--- src/rtl/mdio_pkg.sv ---
`timescale 1ns/1ps
package mdio_pkg;

    localparam int IDX_W = 6;
    localparam logic [IDX_W-1:0] LAST_IDX       = 6'd63;
    localparam logic [IDX_W-1:0] LAST_RD_DRIVEN = 6'd45;
    localparam logic [IDX_W-1:0] TA2_IDX        = 6'd47;
    localparam logic [IDX_W-1:0] DATA_IDX       = 6'd48;

    localparam int CMD_GO_BIT = 31;
    localparam int CMD_WR_BIT = 30;

    typedef enum logic [1:0] {
        REG_CTRL   = 2'd0,
        REG_CMD    = 2'd1,
        REG_MODE   = 2'd2,
        REG_MANUAL = 2'd3
    } reg_sel_e;

    typedef enum logic [1:0] {
        SQ_IDLE,
        SQ_ALIGN,
        SQ_SHIFT
    } seq_state_e;

    typedef struct packed {
        logic        wr;
        logic [4:0]  phy;
        logic [4:0]  ra;
        logic [15:0] data;
    } mdio_cmd_t;

    // Whole frame as driven by the master; read turnaround and data are
    // filled with ones (line released).
    function automatic logic [63:0] make_frame(mdio_cmd_t c);
        logic [1:0]  opc;
        logic [1:0]  ta;
        logic [15:0] tail;
        opc  = c.wr ? 2'b01 : 2'b10;
        ta   = c.wr ? 2'b10 : 2'b11;
        tail = c.wr ? c.data : 16'hFFFF;
        return {32'hFFFF_FFFF, 2'b01, opc, c.phy, c.ra, ta, tail};
    endfunction

    function automatic mdio_cmd_t unpack_cmd(logic [31:0] w);
        mdio_cmd_t c;
        c.wr   = w[CMD_WR_BIT];
        c.ra   = w[25:21];
        c.phy  = w[20:16];
        c.data = w[15:0];
        return c;
    endfunction

endpackage

--- src/rtl/mdio_clk_gen.sv ---
`timescale 1ns/1ps
module mdio_clk_gen #(
    parameter int DIV_W = 16
) (
    input  logic             clk,
    input  logic             rst,
    input  logic             run,
    input  logic [DIV_W-1:0] div,
    output logic             mdc,
    output logic             rise_tk,
    output logic             fall_tk
);

    logic [DIV_W-1:0] cnt;
    logic [DIV_W-1:0] eff;
    logic [DIV_W-1:0] half;

    always_comb begin
        eff     = (div == '0) ? DIV_W'(1) : div;
        half    = eff >> 1;
        rise_tk = run && (cnt == half);
        fall_tk = run && (cnt == eff);
    end

    always_ff @(posedge clk) begin
        if (rst || !run) begin
            cnt <= '0;
            mdc <= 1'b0;
        end else begin
            if (cnt >= eff) cnt <= '0;
            else            cnt <= cnt + 1'b1;
            if (fall_tk)      mdc <= 1'b0;
            else if (rise_tk) mdc <= 1'b1;
        end
    end

endmodule

--- src/rtl/mdio_frame_seq.sv ---
`timescale 1ns/1ps
module mdio_frame_seq
    import mdio_pkg::*;
(
    input  logic        clk,
    input  logic        rst,
    input  logic        abort,
    input  logic        start,
    input  mdio_cmd_t   cmd,
    input  logic        rise_tk,
    input  logic        fall_tk,
    input  logic        mdio_i,
    output logic        busy,
    output logic        done,
    output logic        ack,
    output logic [15:0] rd_data,
    output logic        mdio_o,
    output logic        mdio_oe
);

    seq_state_e       st;
    logic [63:0]      frame;
    logic [IDX_W-1:0] idx;
    logic             wr_q;
    logic [15:0]      shreg;
    logic             ack_q;

    always_ff @(posedge clk) begin
        if (rst || abort) begin
            st      <= SQ_IDLE;
            frame   <= '0;
            idx     <= '0;
            wr_q    <= 1'b0;
            shreg   <= '0;
            ack_q   <= 1'b0;
            mdio_o  <= 1'b1;
            mdio_oe <= 1'b0;
            done    <= 1'b0;
        end else begin
            done <= 1'b0;
            case (st)
                SQ_IDLE: begin
                    if (start) begin
                        frame <= make_frame(cmd);
                        wr_q  <= cmd.wr;
                        ack_q <= 1'b0;
                        shreg <= '0;
                        st    <= SQ_ALIGN;
                    end
                end
                SQ_ALIGN: begin
                    if (fall_tk) begin
                        st      <= SQ_SHIFT;
                        idx     <= '0;
                        mdio_o  <= frame[LAST_IDX];
                        mdio_oe <= 1'b1;
                    end
                end
                SQ_SHIFT: begin
                    if (fall_tk) begin
                        if (idx == LAST_IDX) begin
                            st      <= SQ_IDLE;
                            mdio_oe <= 1'b0;
                            mdio_o  <= 1'b1;
                            done    <= 1'b1;
                        end else begin
                            idx     <= idx + 1'b1;
                            mdio_o  <= frame[LAST_IDX - 6'd1 - idx];
                            mdio_oe <= wr_q || (idx < LAST_RD_DRIVEN);
                        end
                    end else if (rise_tk && !wr_q) begin
                        if (idx == TA2_IDX)
                            ack_q <= ~mdio_i;
                        else if (idx >= DATA_IDX)
                            shreg <= {shreg[14:0], mdio_i};
                    end
                end
                default: st <= SQ_IDLE;
            endcase
        end
    end

    assign busy    = (st != SQ_IDLE);
    assign ack     = ack_q;
    assign rd_data = ack_q ? shreg : 16'hFFFF;

endmodule

--- src/rtl/mdio_master.sv ---
`timescale 1ns/1ps
module mdio_master
    import mdio_pkg::*;
#(
    parameter int               DIV_W   = 16,
    parameter logic [DIV_W-1:0] DIV_RST = DIV_W'(8'hFF)
) (
    input  logic        clk,
    input  logic        rst,
    input  logic [1:0]  bus_addr,
    input  logic        bus_wen,
    input  logic [31:0] bus_wdata,
    output logic [31:0] bus_rdata,
    output logic        mdc_o,
    output logic        mdio_o,
    output logic        mdio_oe,
    input  logic        mdio_i
);

    logic             en_q;
    logic [DIV_W-1:0] div_q;
    logic             man_sel_q;
    logic [2:0]       man_bits_q;
    mdio_cmd_t        cmd_q;
    logic             ack_q;

    logic             run;
    logic             go_busy;
    logic             start;
    reg_sel_e         sel;
    mdio_cmd_t        cmd_in;

    logic             gen_mdc, rise_tk, fall_tk;
    logic             seq_busy, seq_done, seq_ack;
    logic [15:0]      seq_rd;
    logic             seq_o, seq_oe;
    logic [15:0]      div_ext;
    logic             unused_wbits;

    assign sel     = reg_sel_e'(bus_addr);
    assign cmd_in  = unpack_cmd(bus_wdata);
    assign run     = en_q && !man_sel_q;
    assign go_busy = seq_busy || seq_done;
    assign start   = bus_wen && (sel == REG_CMD) && bus_wdata[CMD_GO_BIT]
                     && run && !go_busy;
    assign unused_wbits = ^{bus_wdata[29:26], bus_wdata[CMD_GO_BIT]};

    always_ff @(posedge clk) begin
        if (rst) begin
            en_q       <= 1'b0;
            div_q      <= DIV_RST;
            man_sel_q  <= 1'b0;
            man_bits_q <= 3'b000;
            cmd_q      <= '0;
            ack_q      <= 1'b0;
        end else begin
            if (bus_wen) begin
                case (sel)
                    REG_CTRL: begin
                        en_q  <= bus_wdata[30];
                        div_q <= bus_wdata[DIV_W-1:0];
                    end
                    REG_CMD: begin
                        if (!go_busy) begin
                            cmd_q <= cmd_in;
                            ack_q <= 1'b0;
                        end
                    end
                    REG_MODE:   man_sel_q  <= bus_wdata[31];
                    REG_MANUAL: man_bits_q <= bus_wdata[2:0];
                    default: ;
                endcase
            end
            if (seq_done) begin
                ack_q <= seq_ack;
                if (!cmd_q.wr) cmd_q.data <= seq_rd;
            end
        end
    end

    mdio_clk_gen #(.DIV_W(DIV_W)) u_clk (
        .clk     (clk),
        .rst     (rst),
        .run     (run),
        .div     (div_q),
        .mdc     (gen_mdc),
        .rise_tk (rise_tk),
        .fall_tk (fall_tk)
    );

    mdio_frame_seq u_seq (
        .clk     (clk),
        .rst     (rst),
        .abort   (!run),
        .start   (start),
        .cmd     (cmd_in),
        .rise_tk (rise_tk),
        .fall_tk (fall_tk),
        .mdio_i  (mdio_i),
        .busy    (seq_busy),
        .done    (seq_done),
        .ack     (seq_ack),
        .rd_data (seq_rd),
        .mdio_o  (seq_o),
        .mdio_oe (seq_oe)
    );

    always_comb begin
        div_ext = '0;
        div_ext[DIV_W-1:0] = div_q;
        case (sel)
            REG_CTRL:   bus_rdata = {~run, en_q, 14'b0, div_ext};
            REG_CMD:    bus_rdata = {go_busy, cmd_q.wr, ack_q, 3'b000,
                                     cmd_q.ra, cmd_q.phy, cmd_q.data};
            REG_MODE:   bus_rdata = {man_sel_q, 31'b0};
            REG_MANUAL: bus_rdata = {29'b0, man_bits_q[2], man_bits_q[1],
                                     man_bits_q[1] ? man_bits_q[0] : mdio_i};
            default:    bus_rdata = '0;
        endcase
    end

    assign mdc_o   = man_sel_q ? man_bits_q[2] : gen_mdc;
    assign mdio_oe = man_sel_q ? man_bits_q[1] : seq_oe;
    assign mdio_o  = man_sel_q ? man_bits_q[0] : seq_o;

endmodule

--- config.mk ---
export PLATFORM = sky130hd
export DESIGN_NAME = mdio_master
export DESIGN_NICKNAME = d
export VERILOG_FILES = /design/src/rtl/mdio_pkg.sv /design/src/rtl/mdio_clk_gen.sv /design/src/rtl/mdio_frame_seq.sv /design/src/rtl/mdio_master.sv
export SDC_FILE = /design/constraint.sdc
export NUM_CORES = 1
export LEC_CHECK = 0
export CORE_UTILIZATION = 59
export CTS_BUF_LIST = sky130_fd_sc_hd__clkbuf_4 sky130_fd_sc_hd__clkbuf_8
export DETAILED_ROUTE_END_ITERATION = 16
export GPL_ROUTABILITY_DRIVEN = 0
export PLACE_DENSITY = 0.87
export SKIP_CTS_REPAIR_TIMING = 1
export SLEW_MARGIN = 40
export SYNTH_ARGS = -nofsm -noshare
export SYNTH_HDL_FRONTEND = slang
export SYNTH_HIERARCHICAL = 1
export SYNTH_SLANG_ARGS = --single-unit
export TNS_END_PERCENT = 50
--- constraint.sdc ---
create_clock -name clk -period 3 [get_ports clk]
set_input_delay 0.45 -clock clk [delete_from_list [all_inputs] [get_ports clk]]
set_output_delay 0.45 -clock clk [all_outputs]
set_load 0.02 [all_outputs]
==> results.sh <==
export IMPL_filler_cell_count=837
export IMPL_clkLatencyLatePin_ps=450
export IMPL_syn_to_final_growth_pct=15.8
export IMPL_irDropWorstVdd_mv=0.294
export IMPL_swShare_pct=24.9
export IMPL_max_slew_worst_pin_slew_ps=616
export IMPL_min_from="u_seq/shreg[15]"
export IMPL_drc=0
export IMPL_yosysUniqueCellTypes=68
export IMPL_seqPwrFrac_pct=48.4
export IMPL_routedWlPerCell_um=17.7
export IMPL_cts_buffer_depth=2
export IMPL_syn_inst=811
export IMPL_ys_flop_type="dfxtp_1"
export IMPL_timing_critical_path_fanout_max=9
export IMPL_syn_avg_cell_area_um2=8.27
export IMPL_holdPathStages=2
export IMPL_setup_violations_final=0
export IMPL_yosys_area_share_adder_pct=3.73
export IMPL_clkPwrFrac_pct=42.8
export IMPL_drive_gt1_share_pct=10.3
export IMPL_finClkSkew_ps=12.4
export IMPL_cp_start_kind="input pin"
export IMPL_diodes=0
export IMPL_multi_input_area_um2=3800
export IMPL_grt_max_degree=54
export IMPL_fin_cells=1008
export IMPL_post_route_period_util_pct=97.7
export IMPL_worstPathArrival_ps=2480
export IMPL_slew_violations=0
export IMPL_finalHoldViolCount=0
export IMPL_intPower_mw=2.61
export IMPL_synth_xor_xnor_area_share_pct=4.80
export IMPL_synth_compound_area_share_pct=11.9
export IMPL_drt_vias_per_instance=6.16
export IMPL_powerDensity_nw_per_um2=447
export IMPL_timing_hold_ws_ps=449
export IMPL_synth_edff_count=0
export IMPL_die_w_um=109
export IMPL_yosys_top_cells_area="dfxtp_1 37%, nand2_1 5.2%, nand3_1 4.6%"
export IMPL_initial_core_util_pct=61.3
export IMPL_synth_seq_cells=123
export IMPL_clk_pin_slew_ps=60
export IMPL_design_die_area_um2=11800
export IMPL_grt_first_pass_wirelength_um=28500
export IMPL_synth_top_family_by_area="simple AND/OR/NAND/NOR gates"
export IMPL_cts_tree="done"
export IMPL_cts_sinks=123
export IMPL_routed_wl_um=17900
export IMPL_dpl_hpwl_um=12800
export IMPL_yosysTopAreaCell="dfxtp_1"
export IMPL_rows=38
export IMPL_antenna_found_initial=0
export IMPL_vias=6205
export IMPL_power_leakage_nw=2.68
export IMPL_htree_levels=4
export IMPL_fin_crit_ps=2930
export IMPL_numCtsBuffers=17
export IMPL_cp_end_kind="primary output"
export IMPL_die_h_um=109
export IMPL_rsz0062_at_grt="no"
export IMPL_required_ps=2550
export IMPL_ant_nets=0
export IMPL_p_switching_mw=0.866
export IMPL_reg2reg_from="div_ext[8]"
export IMPL_netlist_area_um2=6700
export IMPL_async_flop_share_pct=0
export IMPL_reg2regPathDepth=8
export IMPL_share_comb_of_total_power_pct=8.8
export IMPL_hp_class="flip-flop to flip-flop"
export IMPL_fin_nets=913
export IMPL_crit_start="bus_addr[0]"
export IMPL_setup_tns_ps=0
export IMPL_ys_warn_count=6
export IMPL_drt_initial_drc_count=587
export IMPL_dp_cells=976
export IMPL_cts_root_buf="clkbuf_8"
export IMPL_synthSimpleGateAreaFrac_pct=29.1
export IMPL_first_pass_iters=7
export IMPL_grt_util_all_layers_pct=31.8
export IMPL_yosysTopAreaCellShare_pct=36.7
export IMPL_status="completed"
export IMPL_ys_seq_area_share_pct=36.7
export IMPL_grt_pass1_vias=5833
export IMPL_max_cap_violations=0
export IMPL_max_freq_ghz=0.341
export IMPL_synthMuxAreaShare_pct=6.94
export IMPL_io_pin_count=73
export IMPL_critical_path_class="input pin to primary output"
export IMPL_grt_ovfl_total=0
export IMPL_coreArea_um2=10900
export IMPL_io_buffers=65
export IMPL_slew_headroom_pct=58.9
export IMPL_regArea_um2=2460
placed cells by master, fill, tap and decap left out, types with 3 or more instances in the layout:
| cell type | n |
|---|---|
| dfxtp_1 | 123 |
| nand2_1 | 92 |
| nor2_1 | 75 |
| clkdlybuf4s50_1 | 65 |
| nand3_1 | 62 |
| a21oi_1 | 60 |
| mux2i_1 | 27 |
| inv_1 | 27 |
| nor3_1 | 22 |
| xnor2_1 | 22 |
| o21ai_1 | 20 |
| clkbuf_8 | 20 |
| buf_4 | 20 |
| ha_1 | 20 |
| o21ai_0 | 18 |
| nand2b_1 | 18 |
| nor3b_1 | 17 |
| a311oi_1 | 16 |
| and2_1 | 13 |
| nand3b_1 | 11 |
| xor2_1 | 11 |
| nand4_1 | 10 |
| nor2b_1 | 9 |
| nor2_4 | 8 |
| nor4_1 | 6 |
| mux4_2 | 6 |
| clkinvlp_4 | 5 |
| and3_1 | 4 |
| mux2_2 | 3 |
| conb_1 | 3 |
| nor2_2 | 3 |
| or2_1 | 3 |
final cells by class:
type                    count  share of cell area (%)
repair buffers             86                    10.6
clock inverters            10                    1.50
well taps                 140                    2.26
clock buffers              22                    3.74
flip-flops and latches    123                    31.7
multi-input cells         600                    48.9
inverters                  27                    1.31
cell families after synthesis:
logic type | Yosys count
AOI/OAI and AO/OA | 134
xor gates and xnor gates | 35
DFF | 123
buffers and inverters | 90
adders and majority gates | 20
other | 1
and+or+nand+nor | 371
muxes | 37
critical path, cell delays in order:
cell and delay, ps:
clkdlybuf4s50_1 560, buf_4 210, nor2b_1 290, buf_4 220
and2_1 140, clkdlybuf4s50_1 600
power groups by stage:
stage | registers [mW] | logic [mW] | clock network (mW)
after floorplan | 1.71 | 0.169 | 0
after global placement | 1.71 | 0.287 | 0
after detailed placement | 1.72 | 0.297 | 0
after CTS | 1.68 | 0.299 | 1.51
after global routing | 1.68 | 0.323 | 1.58
final | 1.68 | 0.305 | 1.49
sequential cells by signal, indices dropped and copies added, names as in the netlist:
register       cells
u_seq/frame       29
cmd_q             27
div_ext           16
u_clk/cnt         16
u_seq/shreg       16
u_seq/idx          6
man_bits_q         3
u_seq/st           2
ack_q              1
en_q               1
man_sel_q          1
u_clk/mdc          1
u_seq/ack          1
u_seq/done         1
u_seq/mdio_o       1
u_seq/mdio_oe      1
metrics by stage:
| stage | cell area (um^2) | power [mW] | util, % | setup WS (ps) |
|---|---|---|---|---|
| floorplan | 6710 | 1.88 | - | 396 |
| detailed placement | 7360 | 2.01 | 67.3 | 88.5 |
| global placement | 7350 | 2.00 | 67.2 | 163 |
| CTS | 7760 | 3.48 | 71.0 | 109 |
| global route | 7760 | 3.58 | 71.0 | 15.2 |
| finish | 7760 | 3.47 | 71.0 | 69.3 |
synth_stat cells, types with 13 or more instances:
cell	number
nand3_1	62
ha_1	20
nand2_1	92
and2_1	13
clkbuf_1	28
o21ai_0	18
xnor2_1	22
mux2i_1	27
a311oi_1	16
nand2b_1	19
nor3b_1	17
nor2_1	75
a21oi_1	60
inv_1	27
dfxtp_1	123
o21ai_1	20
nor3_1	22
buf_2	18
path summary, 6_finish.rpt:
path	endpoint	slack (ps)
setup / recovery	bus_rdata[18]	70
hold / removal	u_seq/shreg[15]	450
setup reg to reg	u_clk/cnt[6]	250
hold reg to reg	u_seq/shreg[15]	450
layer usage:
layer / part of all wire (%) / GRT usage (%)
met2: 48 / 52.0
met3: 8.8 / 6.63
met4: 3.9 / 15.4
met5: 0 / 0
met1: 39 / 39.8
Power figures use the tool's default switching activity.
